===== src/rtl/chunk_pad_pkg.sv =====
package chunk_pad_pkg;

  typedef struct packed {
    logic writeByte;
    logic emitWord;
    logic burstLast;
  } padCtrl_t;

  typedef enum logic {
    ST_DATA = 1'b0,
    ST_PAD  = 1'b1
  } padState_e;

endpackage


===== src/rtl/chunk_pad_ctrl.sv =====
module chunk_pad_ctrl
  import chunk_pad_pkg::*;
#(
  parameter int WORD_BYTES  = 8,
  parameter int CHUNK_BYTES = 128,
  localparam int POS_W  = $clog2(CHUNK_BYTES),
  localparam int LANE_W = $clog2(WORD_BYTES)
) (
  input  logic              clk,
  input  logic              rstN,
  input  logic              inValid,
  input  logic              inLast,
  output logic              inReady,
  input  logic              outValid,
  input  logic              outReady,
  output logic [LANE_W-1:0] lane,
  output padCtrl_t          ctrl
);

  padState_e        state, stateNext;
  logic [POS_W-1:0] pos, posNext;
  logic             outFree;
  logic             take;
  logic             laneFull;
  logic             chunkEnd;
  logic             posMax;
  logic             padEmit;

  assign outFree  = !outValid || outReady;
  assign inReady  = (state == ST_DATA) && outFree;
  assign take     = inValid && inReady;
  assign lane     = pos[LANE_W-1:0];
  assign laneFull = &pos[LANE_W-1:0];
  assign chunkEnd = &pos[POS_W-1:LANE_W];
  assign posMax   = &pos;
  assign padEmit  = (state == ST_PAD) && outFree;

  always_comb begin
    ctrl.writeByte = take;
    ctrl.emitWord  = (take && laneFull) || padEmit;
    ctrl.burstLast = chunkEnd;
  end

  always_comb begin
    posNext   = pos;
    stateNext = state;
    if (take) begin
      posNext = pos + POS_W'(1);
      if (inLast && !posMax) stateNext = ST_PAD;
    end else if (padEmit) begin
      posNext = {pos[POS_W-1:LANE_W] + (POS_W-LANE_W)'(1), {LANE_W{1'b0}}};
      if (chunkEnd) stateNext = ST_DATA;
    end
  end

  always_ff @(posedge clk) begin
    if (!rstN) begin
      state <= ST_DATA;
      pos   <= '0;
    end else begin
      state <= stateNext;
      pos   <= posNext;
    end
  end

  // a refused word blocks byte intake
  p_stall_on_hold_r7: assert property (@(posedge clk) disable iff (!rstN)
    (outValid && !outReady) |-> !inReady);

  // a frame end off a chunk boundary stalls intake next cycle
  p_stall_after_last_r7: assert property (@(posedge clk) disable iff (!rstN)
    (inValid && inReady && inLast && !posMax) |=> !inReady);

  // leaving the padding phase puts the counter back at the chunk start
  p_restart_zero_r9: assert property (@(posedge clk) disable iff (!rstN)
    $fell(state == ST_PAD) |-> (pos == '0));

  // a frame ending on the boundary never enters padding
  p_no_pad_on_boundary_r5: assert property (@(posedge clk) disable iff (!rstN)
    (inValid && inReady && inLast && posMax) |=> (state == ST_DATA));

endmodule


===== src/rtl/chunk_pad_datapath.sv =====
module chunk_pad_datapath
  import chunk_pad_pkg::*;
#(
  parameter int WORD_BYTES  = 8,
  parameter int CHUNK_BYTES = 128,
  localparam int LANE_W     = $clog2(WORD_BYTES),
  localparam int WORD_W     = WORD_BYTES * 8,
  localparam int CHUNK_WORDS = CHUNK_BYTES / WORD_BYTES,
  localparam int WCNT_W     = $clog2(CHUNK_WORDS)
) (
  input  logic              clk,
  input  logic              rstN,
  input  logic [7:0]        inData,
  input  logic [LANE_W-1:0] lane,
  input  padCtrl_t          ctrl,
  input  logic              outReady,
  output logic [WORD_W-1:0] outData,
  output logic              outValid,
  output logic              outBurstLast
);

  logic [WORD_W-1:0] wordBuf;
  logic [WORD_W-1:0] nextBuf;

  for (genvar k = 0; k < WORD_BYTES; k++) begin : g_lane
    assign nextBuf[8*k +: 8] = (ctrl.writeByte && (lane == LANE_W'(k)))
                               ? inData : wordBuf[8*k +: 8];
  end

  always_ff @(posedge clk) begin
    if (!rstN) begin
      wordBuf      <= '0;
      outData      <= '0;
      outValid     <= 1'b0;
      outBurstLast <= 1'b0;
    end else begin
      wordBuf <= ctrl.emitWord ? '0 : nextBuf;
      if (ctrl.emitWord) begin
        outData      <= nextBuf;
        outValid     <= 1'b1;
        outBurstLast <= ctrl.burstLast;
      end else if (outReady) begin
        outValid     <= 1'b0;
        outBurstLast <= 1'b0;
      end
    end
  end

  // checker-only count of accepted words within the chunk
  logic [WCNT_W-1:0] hsCount;
  always_ff @(posedge clk) begin
    if (!rstN) hsCount <= '0;
    else if (outValid && outReady) hsCount <= hsCount + WCNT_W'(1);
  end

  // a refused word is held
  p_hold_word_r8: assert property (@(posedge clk) disable iff (!rstN)
    (outValid && !outReady) |=> (outValid && $stable(outData) && $stable(outBurstLast)));

  // burst flag only on the last word of each chunk
  p_burst_flag_pos_r6: assert property (@(posedge clk) disable iff (!rstN)
    (outValid && outBurstLast) |-> (hsCount == WCNT_W'(CHUNK_WORDS-1)));

  // the last word of each chunk carries the flag
  p_burst_flag_seen_r6: assert property (@(posedge clk) disable iff (!rstN)
    (outValid && (hsCount == WCNT_W'(CHUNK_WORDS-1))) |-> outBurstLast);

  // a new word is only loaded when the output register is free
  p_no_overwrite_r3: assert property (@(posedge clk) disable iff (!rstN)
    ctrl.emitWord |-> (!outValid || outReady));

endmodule


===== src/rtl/chunk_align_packer.sv =====
module chunk_align_packer
  import chunk_pad_pkg::*;
#(
  parameter int WORD_BYTES  = 8,
  parameter int CHUNK_BYTES = 128,
  localparam int LANE_W = $clog2(WORD_BYTES),
  localparam int WORD_W = WORD_BYTES * 8
) (
  input  logic              clk,
  input  logic              rstN,
  input  logic [7:0]        inData,
  input  logic              inValid,
  input  logic              inLast,
  output logic              inReady,
  output logic [WORD_W-1:0] outData,
  output logic              outValid,
  output logic              outBurstLast,
  input  logic              outReady
);

  padCtrl_t          ctrl;
  logic [LANE_W-1:0] lane;

  chunk_pad_ctrl #(
    .WORD_BYTES (WORD_BYTES),
    .CHUNK_BYTES(CHUNK_BYTES)
  ) u_ctrl (
    .clk     (clk),
    .rstN    (rstN),
    .inValid (inValid),
    .inLast  (inLast),
    .inReady (inReady),
    .outValid(outValid),
    .outReady(outReady),
    .lane    (lane),
    .ctrl    (ctrl)
  );

  chunk_pad_datapath #(
    .WORD_BYTES (WORD_BYTES),
    .CHUNK_BYTES(CHUNK_BYTES)
  ) u_dp (
    .clk         (clk),
    .rstN        (rstN),
    .inData      (inData),
    .lane        (lane),
    .ctrl        (ctrl),
    .outReady    (outReady),
    .outData     (outData),
    .outValid    (outValid),
    .outBurstLast(outBurstLast)
  );

endmodule


===== config.mk =====
export PLATFORM = sky130hd
export DESIGN_NAME = chunk_align_packer
export DESIGN_NICKNAME = d
export VERILOG_FILES = /design/src/rtl/chunk_pad_pkg.sv /design/src/rtl/chunk_pad_ctrl.sv /design/src/rtl/chunk_pad_datapath.sv /design/src/rtl/chunk_align_packer.sv
export SDC_FILE = /design/constraint.sdc
export NUM_CORES = 1
export LEC_CHECK = 0
export CAP_MARGIN = 25
export CORE_MARGIN = 5
export CORE_UTILIZATION = 65
export CTS_BUF_LIST = sky130_fd_sc_hd__clkbuf_4
export DETAILED_ROUTE_END_ITERATION = 10
export DONT_BUFFER_PORTS = 1
export MAX_ROUTING_LAYER = met4
export PLACE_DENSITY = 0.8
export SYNTH_ARGS = -nofsm -noshare
export SYNTH_HDL_FRONTEND = slang
export SYNTH_SLANG_ARGS = --single-unit

===== constraint.sdc =====
create_clock -name clk -period 3.25 [get_ports clk]
set_clock_uncertainty 0.2 [all_clocks]
set_input_delay 0.65 -clock clk [delete_from_list [all_inputs] [get_ports clk]]
set_output_delay 0.65 -clock clk [all_outputs]
set_load 0.005 [all_outputs]

==> results.md, run 1 <==
- Initial core utilization: 0.6658
- Cts hold-fix bufs: 0
- Buffer and inverter count on the worst path: 1
- Highest net fanout along the worst path: 46
- First-pass GRT wire length: 17410 um
- Asr flop ratio synth: 0
- Avg Inst Size Synth: 9.617 sq um
- Final setup viols: 0
- # DRC: 0
- FP Rows: 32
- H-tree Lvls: 4
- Area of the multi-input gates: 0.002190 sq mm
- IO buf count: 0
- Routed len/inst: 17.62 um
- Die ar.: 0.009794 sq mm
- Vias in the first global route: 3378
- Design area: 0.005454 sq mm
- TritonRoute pass-1 iters: 5
- Final Cycle Share: 0.7787
- Total chip power: 3.203 mW
- Cell chain of the critical path: ha_1 > and3_1 > o21ai_4 > nand2_2 > buf_12 > nor2_1
- Slew headroom: 0.4413
- Gr usage total: 0.2312
- Layout Nets: 533
- CP top delay family: simple AND/OR/NAND/NOR gates
- Tightest Pin Transition: 834.8 ps
- Crit path required time: 3490 ps
- Met2 wire length: 5238 um
- Status: completed
- CTS tree: yes
- Initial antenna violation count: 0
- Synth cell types: 36
- Dpl cell area: 0.005142 sq mm
- Final GP Congestion: 0.8705
- Max Slew Vio Count: 0
- RSZ-0062 raised after global routing: false
- Clk_lat worst skew: 500 ps
- Setup Buffers After CTS: 0
- Crit Path Class: flop to flop
- Setup TNS: 0 ps
- Clock Sinks: 138
- Nature of the critical path endpoint: flop
- FILL cells: 591
- Pwr dens: 587.3 mW/mm^2
- EDFF count, synth: 0
- Post-CTS resize count: 0
- Initial DRC Count: 221
- Met3 WL post-DR: 745 um
- Clock slew at reported path FFs: 110 ps
- Chip height: 98.97 um
- Syn Inst Count: 535
- Core Region: 0.007727 sq mm
- Ant diodes: 0
- Seq/Total Area, Yosys: 0.5370
- Sequential cell area: 0.002763 sq mm
- Peak VDD IR: 0.3922 mV
- Antenna viol nets, final: 0
- Most used flip-flop cell after synthesis: dfxtp_1
- Layout area overhead: 6.007%
- CTS root buf: clkbuf_4
- Min cycle time layout: 2531 ps
- Final Hold Viols: 0
- Max-Cap Viols: 0
- Wirelength, routed: 11060 um
- Via count: 3712
- Worst hold path class: input pin to flop
- Total grt overflow: 0
- Seq cells post-synth: 138
- HPWL after DPL: 6870 um
- Maximum clock rate: 0.3951 GHz
- CTS Buffer Depth: 2
- Die W: 98.97 um
- Highest Signal Layer: met4
- DR vias/cell: 5.911
- Worst Path Arrival: 2770 ps
- Slowest stage delay, CP: 670 ps
- Largest net degree at the start of global routing: 86
- Highest-delay cell along the critical path: o21ai_4
- Post-Syn Area: 0.005145 sq mm
- Num CTS Buffers: 17
- Metal-1 WL: 4950 um
- CP Launch Type: flop
- Fraction of layout cells with a size suffix above 1: 0.08745
- Yosys warning count: 0
- Syn Nets: 554
- Pleak: 2.217 nW
- # IOs: 80
-- flip-flops by register name, summed over array words and instances (netlist names) --
name,count
u_ctrl.pos,7
u_ctrl.state,1
u_dp.outBurstLast,1
u_dp.outData,64
u_dp.outValid,1
u_dp.wordBuf,64
-- cell usage after synthesis (2+ instances only) --
cell	n	area, sq um
mux2i_1	57	570.6
dfxtp_1	138	2763
ha_1	6	75.07
buf_2	13	65.06
nor2_1	82	307.8
and2_1	4	25.02
xnor2_1	2	17.52
and3_1	10	62.56
a222oi_1	8	80.08
a21oi_1	51	255.2
buf_4	2	15.01
nor3_4	3	48.80
clkbuf_1	27	101.4
o21a_1	2	15.01
nand4_2	4	50.05
nor2b_1	10	62.56
nand3_1	8	40.04
nand2_1	24	90.09
o21ai_0	51	255.2
nand4_1	3	18.77
inv_1	2	7.510
nand2b_1	3	18.77
a32o_1	2	20.02
a21boi_0	11	82.58
-- layout by cell type, fill, tap and decap left out, types with 2 or more instances in the layout --
| master | Yosys | final |
|---|---|---|
| a21boi_0 | 11 | 11 |
| a21oi_1 | 51 | 51 |
| a222oi_1 | 8 | 8 |
| a32o_1 | 2 | 2 |
| and2_1 | 4 | 4 |
| and3_1 | 10 | 10 |
| buf_12 | 0 | 2 |
| buf_4 | 2 | 2 |
| bufinv_16 | 0 | 4 |
| clkbuf_4 | 0 | 18 |
| clkinv_2 | 0 | 4 |
| clkinvlp_4 | 0 | 2 |
| dfxtp_1 | 138 | 138 |
| ha_1 | 6 | 6 |
| inv_1 | 2 | 2 |
| mux2i_1 | 57 | 57 |
| nand2_1 | 24 | 23 |
| nand2b_1 | 3 | 3 |
| nand3_1 | 8 | 8 |
| nand4_1 | 3 | 3 |
| nand4_2 | 4 | 4 |
| nor2_1 | 82 | 82 |
| nor2b_1 | 10 | 10 |
| nor3_4 | 3 | 3 |
| o21ai_0 | 51 | 51 |
| xnor2_1 | 2 | 2 |
-- worst register-to-register path, stage by stage (launching register included) --
cell and delay (ps):
dfxtp_1 390, ha_1 260, and3_1 220, o21ai_4 670
nand2_2 330, buf_12 270, nor2_1 160
-- power by group --
| part | switching, mW | leakage (nW) | total, mW | internal (mW) |
|---|---|---|---|---|
| clock network | 0.587 | 0.165 | 1.20 | 0.611 |
| logic | 0.125 | 0.932 | 0.200 | 0.0748 |
| registers | 0.0509 | 1.12 | 1.81 | 1.75 |
-- worst paths after layout --
| path | to | cells past startpoint | slack, ps | from |
|---|---|---|---|---|
| worst max-delay path | u_dp.wordBuf[29]$_SDFF_PP0_ | 6 | 720 | u_ctrl.pos[0]$_SDFFE_PN0P_ |
| worst min-delay path | u_dp.outValid$_SDFFE_PN0P_ | 1 | 70 | rstN |
| worst max register to register | u_dp.wordBuf[29]$_SDFF_PP0_ | 6 | 720 | u_ctrl.pos[0]$_SDFFE_PN0P_ |
| worst min register to register | u_dp.outData[31]$_SDFFE_PN0P_ | 2 | 280 | u_dp.wordBuf[31]$_SDFF_PP0_ |
-- metal layers --
layer | global-route usage | up-vias
li1 | - | 1812
met1 | 0.3012 | 1781
met2 | 0.3399 | 103
met3 | 0.07148 | 16
met4 | 0.08298 | 0
met5 | - | -
-- metrics by stage --
| stage | cells | setup slack (ps) | util | hold WS [ps] |
|---|---|---|---|---|
| floorplan | 535 | 1304 | - | 240.6 |
| global placement | 597 | 763.0 | 0.6655 | 257.2 |
| detailed placement | 597 | 693.9 | 0.6655 | 264.5 |
| CTS | 628 | 754.1 | 0.7058 | 34.38 |
| global route | 628 | 560.3 | 0.7058 | 27.50 |
| finish | 628 | 719.1 | 0.7058 | 65.56 |
-- kinds of logic after synthesis --
logic type                 synth area share
adders and majority gates           0.01459
xor gates and xnor gates           0.003405
AOI/OAI and AO/OA                    0.1447
buffers and inverters               0.03964
and+or+nand+nor                      0.1498
muxes                                0.1109
DFF                                  0.5370
-- layout make-up --
class | count | area share
Inverter | 2 | 0.001376
Tap cell | 102 | 0.02340
Sequential cell | 138 | 0.5065
Clock buffer | 18 | 0.02478
Multi-Input combinational cell | 351 | 0.4015
Clock inverter | 13 | 0.03235
Timing Repair Buffer | 4 | 0.01009
(Power assumes the default switching activity.)
==> inputs of run 2 (changes only) <==
clock period = 2.52 ns   (was 3.25 ns; I/O delays follow)
==> results.md, run 2 (synthesis results as in run 1) <==
- Status: completed
- Die W: 98.97 um
- Finished Core Util: 0.7194
- Antenna viol nets, final: 0
- Final Hold Viols: 0
- Logic pwr share: 0.079
- Core Region: 0.007727 sq mm
- Tightest Pin Transition: 578.7 ps
- FP Rows: 32
- Min-Delay Startpoint: inValid
- Layout area overhead: 8.050%
- CTS root buf: clkbuf_4
- Psw: 1.056 mW
- Fraction of layout cells with a size suffix above 1: 0.09225
- CP Launch Type: flop
- Int Pwr: 2.987 mW
- Peak VDD IR: 0.4810 mV
- Placement Setup Slack: 392.4 ps
- Initial core utilization: 0.6658
- Slowest stage delay, CP: 560 ps
- Sw frac: 0.2613
- Clock group share of total power: 0.344
- RSZ-0062 raised after global routing: false
- FILL cells: 575
- First-pass GRT wire length: 18620 um
- Max-Cap Viols: 0
- CP top delay family: simple AND/OR/NAND/NOR gates
- Nature of the critical path endpoint: flop
- Vias in the first global route: 3680
- Slew headroom: 0.6129
- Dpl cells: 600
- Highest net fanout along the worst path: 12
- HPWL after DPL: 7209 um
- Highest-delay cell along the critical path: nor3_4
- Num CTS Buffers: 17
- # DRC: 0
- Worst Path Arrival: 2340 ps
- TritonRoute pass-1 iters: 5
- # IOs: 80
- Critical Path Source: u_ctrl.state$_SDFFE_PN0P_
- Clock Sinks: 138
- Initial DRC Count: 300
- Maximum clock rate: 0.4673 GHz
- Pwr dens: 727.3 mW/mm^2
- Final non-filler cell total: 646
- Clk_lat worst skew: 520 ps
- Largest net degree at the start of global routing: 84
- Via count: 3804
- Layout Nets: 548
- Pleak: 2.260 nW
- Reg power frac: 0.577
- Crit path required time: 2720 ps
- Most frequent cells in the layout: 138 x dfxtp_1, 82 x nor2_1, 57 x mux2i_1
- Reg-to-Reg Start: u_ctrl.state$_SDFFE_PN0P_
- Clock slew at reported path FFs: 110 ps
- Total chip power: 4.043 mW
- Routed len/inst: 18.28 um
- Commonest non-fill, non-tap cell in the layout: dfxtp_1
- Die ar.: 0.009794 sq mm
- Worst Slack Setup Final: 380.1 ps
- Max Slew Vio Count: 0
- IO buf count: 0
- Crit Path Class: flop to flop
- Buffer and inverter count on the worst path: 0
- Worst hold path class: input pin to flop
- Gr usage total: 0.2480
- Biggest regs: u_dp.outData: 64 flops, u_dp.wordBuf: 64 flops, u_ctrl.pos: 7 flops
- Post-CTS resize count: 0
- Setup TNS: 0 ps
- Total grt overflow: 0
- Chip height: 98.97 um
- CTS tree: yes
- H-tree Lvls: 4
- CTS Buffer Depth: 2
- Final GP Congestion: 0.9209
- DR vias/cell: 5.889
- Cell chain of the critical path: nand2b_1 > nor3_4 > mux2i_1 > a21oi_1
- Final Cycle Share: 0.8492
- Wirelength, routed: 11810 um
- Initial antenna violation count: 2
- Min cycle time layout: 2140 ps
- Final setup viols: 0
## run 2: per-stage QoR
step,hold slack [ps],cell area [sq um]
after floorplan,240.6,5145
after global placement,246.5,5140
after detailed placement,262.4,5140
after CTS,24.68,5554
after global routing,17.91,5559
final,51.85,5559
## run 2: worst register-to-register path, stage by stage, from the launching register on
cell and delay (ps):
dfxtp_1 460, nand2b_1 400, nor3_4 560, mux2i_1 310, a21oi_1 100
## run 2: power by group through the flow
| stage | logic, mW | registers (mW) | clock network, mW |
|---|---|---|---|
| after CTS | 0.316 | 2.33 | 1.40 |
| after detailed placement | 0.255 | 2.38 | 0 |
| after global placement | 0.246 | 2.38 | 0 |
| after global routing | 0.354 | 2.34 | 1.51 |
| after floorplan | 0.244 | 2.36 | 0 |
| final | 0.319 | 2.33 | 1.39 |
## run 2: final cells by class
| class | count | area [sq um] | area share |
|---|---|---|---|
| clock inverters | 12 | 126.4 | 0.02273 |
| diodes | 2 | 5.005 | 0.0009003 |
| repair buffers | 19 | 190.2 | 0.03421 |
| well taps | 102 | 127.6 | 0.02296 |
| flip-flops and latches | 138 | 2763 | 0.4970 |
| clock buffers | 20 | 150.1 | 0.02701 |
| inverters | 2 | 7.507 | 0.001350 |
| multi-input cells | 351 | 2190 | 0.3939 |
## run 2: timing repair
item	CTS	global route
setup buffers	0	0
hold endpoints to repair	138	0
hold buffers	12	0
## run 2: path summary, 6_finish.rpt
path / cells after the start / slack [ps] / end
setup / recovery: 4 / 380 / u_dp.outData[49]$_SDFFE_PN0P_
hold / removal: 3 / 50 / u_ctrl.pos[2]$_SDFFE_PN0P_
setup reg to reg: 4 / 380 / u_dp.outData[49]$_SDFFE_PN0P_
hold reg to reg: 2 / 280 / u_dp.outData[29]$_SDFFE_PN0P_
## run 2: layer usage
layer,part of all wire,GRT usage,wire (um),vias to the layer above
li1,-,-,-,1846
met1,0.43,0.2965,5123,1805
met2,0.47,0.3843,5529,130
met3,0.075,0.09130,890,23
met4,0.022,0.08929,263,0
met5,0,-,0,-
==> inputs of run 3 (changes only) <==
ABC_AREA = 1   (was not set)
clock period = 2.1 ns   (was 2.52 ns; I/O delays follow)
==> results.md, run 3 <==
- Maximum clock rate: 0.5124 GHz
- Yosys warning count: 0
- Layout area overhead: 9.780%
- Dpl cell area: 0.005436 sq mm
- Worst hold path class: input pin to flop
- CTS Buffer Depth: 2
- Clk_lat worst skew: 510 ps
- Setup Buffers After CTS: 0
- Min-Delay Endpoint: u_ctrl.pos[3]$_SDFFE_PN0P_
- Most frequent CP cell: nand2_1
- Pwr dens: 838.4 mW/mm^2
- Highest-delay cell along the critical path: dlygate4sd3_1
- R2R Path End: u_dp.wordBuf[15]$_SDFF_PP0_
- Cells on Worst Hold Path: 3
- Clock Sinks: 138
- Crit Path Class: input pin to flop
- Avg Inst Size Synth: 7.379 sq um
- Final Hold Viols: 0
- Most used flip-flop cell after synthesis: dfxtp_1
- Antenna viol nets, final: 0
- Gr usage total: 0.2532
- CTS root buf: clkbuf_4
- Seq cells post-synth: 138
- Max-Cap Viols: 0
- Largest net degree at the start of global routing: 44
- Commonest non-fill, non-tap cell in the layout: nand2_1
- Num CTS Buffers: 17
- DR vias/cell: 5.451
- Clock slew at reported path FFs: 110 ps
- # IOs: 80
- CTS tree: yes
- H-tree Lvls: 4
- Peak VDD IR: 0.8329 mV
- Min cycle time layout: 1951 ps
- RSZ-0062 raised after global routing: false
- Pleak: 2.799 nW
- Worst Reg2Reg Path Length in Cells: 7
- Top-area cell type share of the netlist area: 0.5178
- Final GP Congestion: 0.8506
- Die W: 100.6 um
- Die ar.: 0.01012 sq mm
- Reg2Reg Setup Slack: 170 ps
- Max Slew Vio Count: 0
- Total chip power: 4.910 mW
- FP Rows: 33
- Nature of the critical path endpoint: flop
- Final Cycle Share: 0.9292
- Design area: 0.005857 sq mm
- Min-Delay Startpoint: inValid
- Post-Syn Area: 0.005335 sq mm
- First-pass GRT wire length: 19910 um
- Synth area leaders: dfxtp_1 52%, nand2_1 25%, nand3_1 6.8%
- Chip height: 100.6 um
- Commonest cells in the netlist: 349 x nand2_1, 138 x dfxtp_1, 73 x nand3_1
- Final setup viols: 0
- Syn Inst Count: 723
- Ant diodes: 0
- Status: completed
- Total grt overflow: 0
- Initial core utilization: 0.6592
- Core Region: 0.008093 sq mm
- Layout Nets: 753
- Syn Nets: 742
- EDFF count, synth: 0
- Asr flop ratio synth: 0
- Synth cell types: 21
- Via count: 4639
- Routed len/inst: 14.19 um
- TritonRoute pass-1 iters: 5
- Slew headroom: 0.6102
- Vias in the first global route: 4334
- Initial DRC Count: 311
- Crit path required time: 2310 ps
- Seq/Total Area, Yosys: 0.5178
- Highest net fanout along the worst path: 19
- CP Launch Type: input pin
- IO buf count: 0
- Cell with the most instances after synthesis: nand2_1
- Reg-to-Reg Start: u_ctrl.pos[1]$_SDFFE_PN0P_
- Most frequent cells in the layout: 349 x nand2_1, 137 x dfxtp_1, 72 x nand3_1
- Tightest Pin Transition: 582.8 ps
- Worst Path Arrival: 2170 ps
- HPWL after DPL: 7999 um
- Wirelength, routed: 12080 um
- Biggest regs: u_dp.outData: 64 flops, u_dp.wordBuf: 64 flops, u_ctrl.pos: 7 flops
- Leading area contributor after synthesis: dfxtp_1
- Slowest stage delay, CP: 590 ps
- Fraction of layout cells with a size suffix above 1: 0.08177
- Cell chain of the critical path: dlygate4sd3_1 > inv_2 > nand2_2 > nand2_1 > nor2_4 > buf_12 > nand2_1 > nand2_1 > nand2_1 > nand2_1 > nand2_1
- # DRC: 0
- Setup TNS: 0 ps
- Initial antenna violation count: 0
## run 3: cell types whose count changed in the layout (fill, tap and decap cells not counted), moves of 10 or more
cell      before  now
nand2_1       23  349
nor2b_1       10    0
inv_1          2   16
and3_1        10    0
nand3_1        8   72
a21boi_0      11    0
a21oi_1       51   71
mux2i_1       57    0
o21ai_0       51    4
nor2_1        82    8
## run 3: worst max path at each step
stage	startpoint	to	depth (start not counted)
2_1_floorplan	u_ctrl.pos[0]$_SDFFE_PN0P_	u_dp.wordBuf[0]$_SDFF_PP0_	8
3_3_place_gp	u_ctrl.pos[0]$_SDFFE_PN0P_	u_dp.outData[0]$_SDFFE_PN0P_	9
3_5_place_dp	u_ctrl.pos[0]$_SDFFE_PN0P_	u_dp.outData[0]$_SDFFE_PN0P_	9
4_1_cts	u_ctrl.pos[0]$_SDFFE_PN0P_	u_dp.outData[0]$_SDFFE_PN0P_	9
5_1_grt	outReady	u_dp.outData[36]$_SDFFE_PN0P_	11
6_report	outReady	u_dp.outData[2]$_SDFFE_PN0P_	11
## run 3: what timing repair did
| item | 4_1_cts | 5_1_grt |
|---|---|---|
| resized for setup | 0 | 3 |
| hold buffers | 11 | 0 |
| hold endpoints to repair | 138 | 0 |
| setup endpoints to repair | 0 | 45 |
## run 3: logic make-up (layout without fill, tap and decap cells)
| kind of cell | Yosys count | after routing | share of synthesized area |
|---|---|---|---|
| DFF | 138 | 138 | 0.5178 |
| AOI/OAI and AO/OA | 78 | 78 | 0.07599 |
| and+or+nand+nor | 442 | 442 | 0.3344 |
| buffers and inverters | 59 | 82 | 0.05769 |
| adders and majority gates | 6 | 6 | 0.01407 |
## run 3: power breakdown
part / total, mW / internal [mW] / switching (mW)
clock: 1.86 / 0.925 / 0.933
sequential: 2.68 / 2.65 / 0.0279
combinational: 0.369 / 0.114 / 0.254
total: 4.91 / 3.69 / 1.22
## run 3: cell type report
class / instances / area [sq um]
Clock buffer: 17 / 127.6
Inverter: 22 / 85.08
Multi-Input combinational cell: 526 / 2275
Tap cell: 105 / 131.4
Clock inverter: 14 / 178.9
Timing Repair Buffer: 29 / 295.3
Sequential cell: 138 / 2764
Fill cell: 649 / 2236
## run 3: per-layer routing
| layer | up-vias | track usage | wire length [um] |
|---|---|---|---|
| met5 | - | - | 0 |
| met4 | 0 | 0.1005 | 279 |
| met3 | 35 | 0.06298 | 857 |
| met2 | 171 | 0.3985 | 5781 |
| met1 | 2092 | 0.3125 | 5160 |
| li1 | 2341 | - | - |
## run 3: per-stage QoR
step / setup slack [ps] / util / hold slack (ps) / std cells
floorplan: 396.2 / - / 246.2 / 723
global placement: 205.8 / 0.6718 / 255.7 / 809
detailed placement: 100.1 / 0.6718 / 260.7 / 809
CTS: 48.34 / 0.7233 / 13.17 / 851
global route: 21.16 / 0.7237 / 74.29 / 851
finish: 148.6 / 0.7237 / 44.76 / 851
## run 3: worst max-delay path, delay by kind of cell
kind                   cells  cell delay [ps]
and+or+nand+nor            8              930
buffers and inverters      3              820
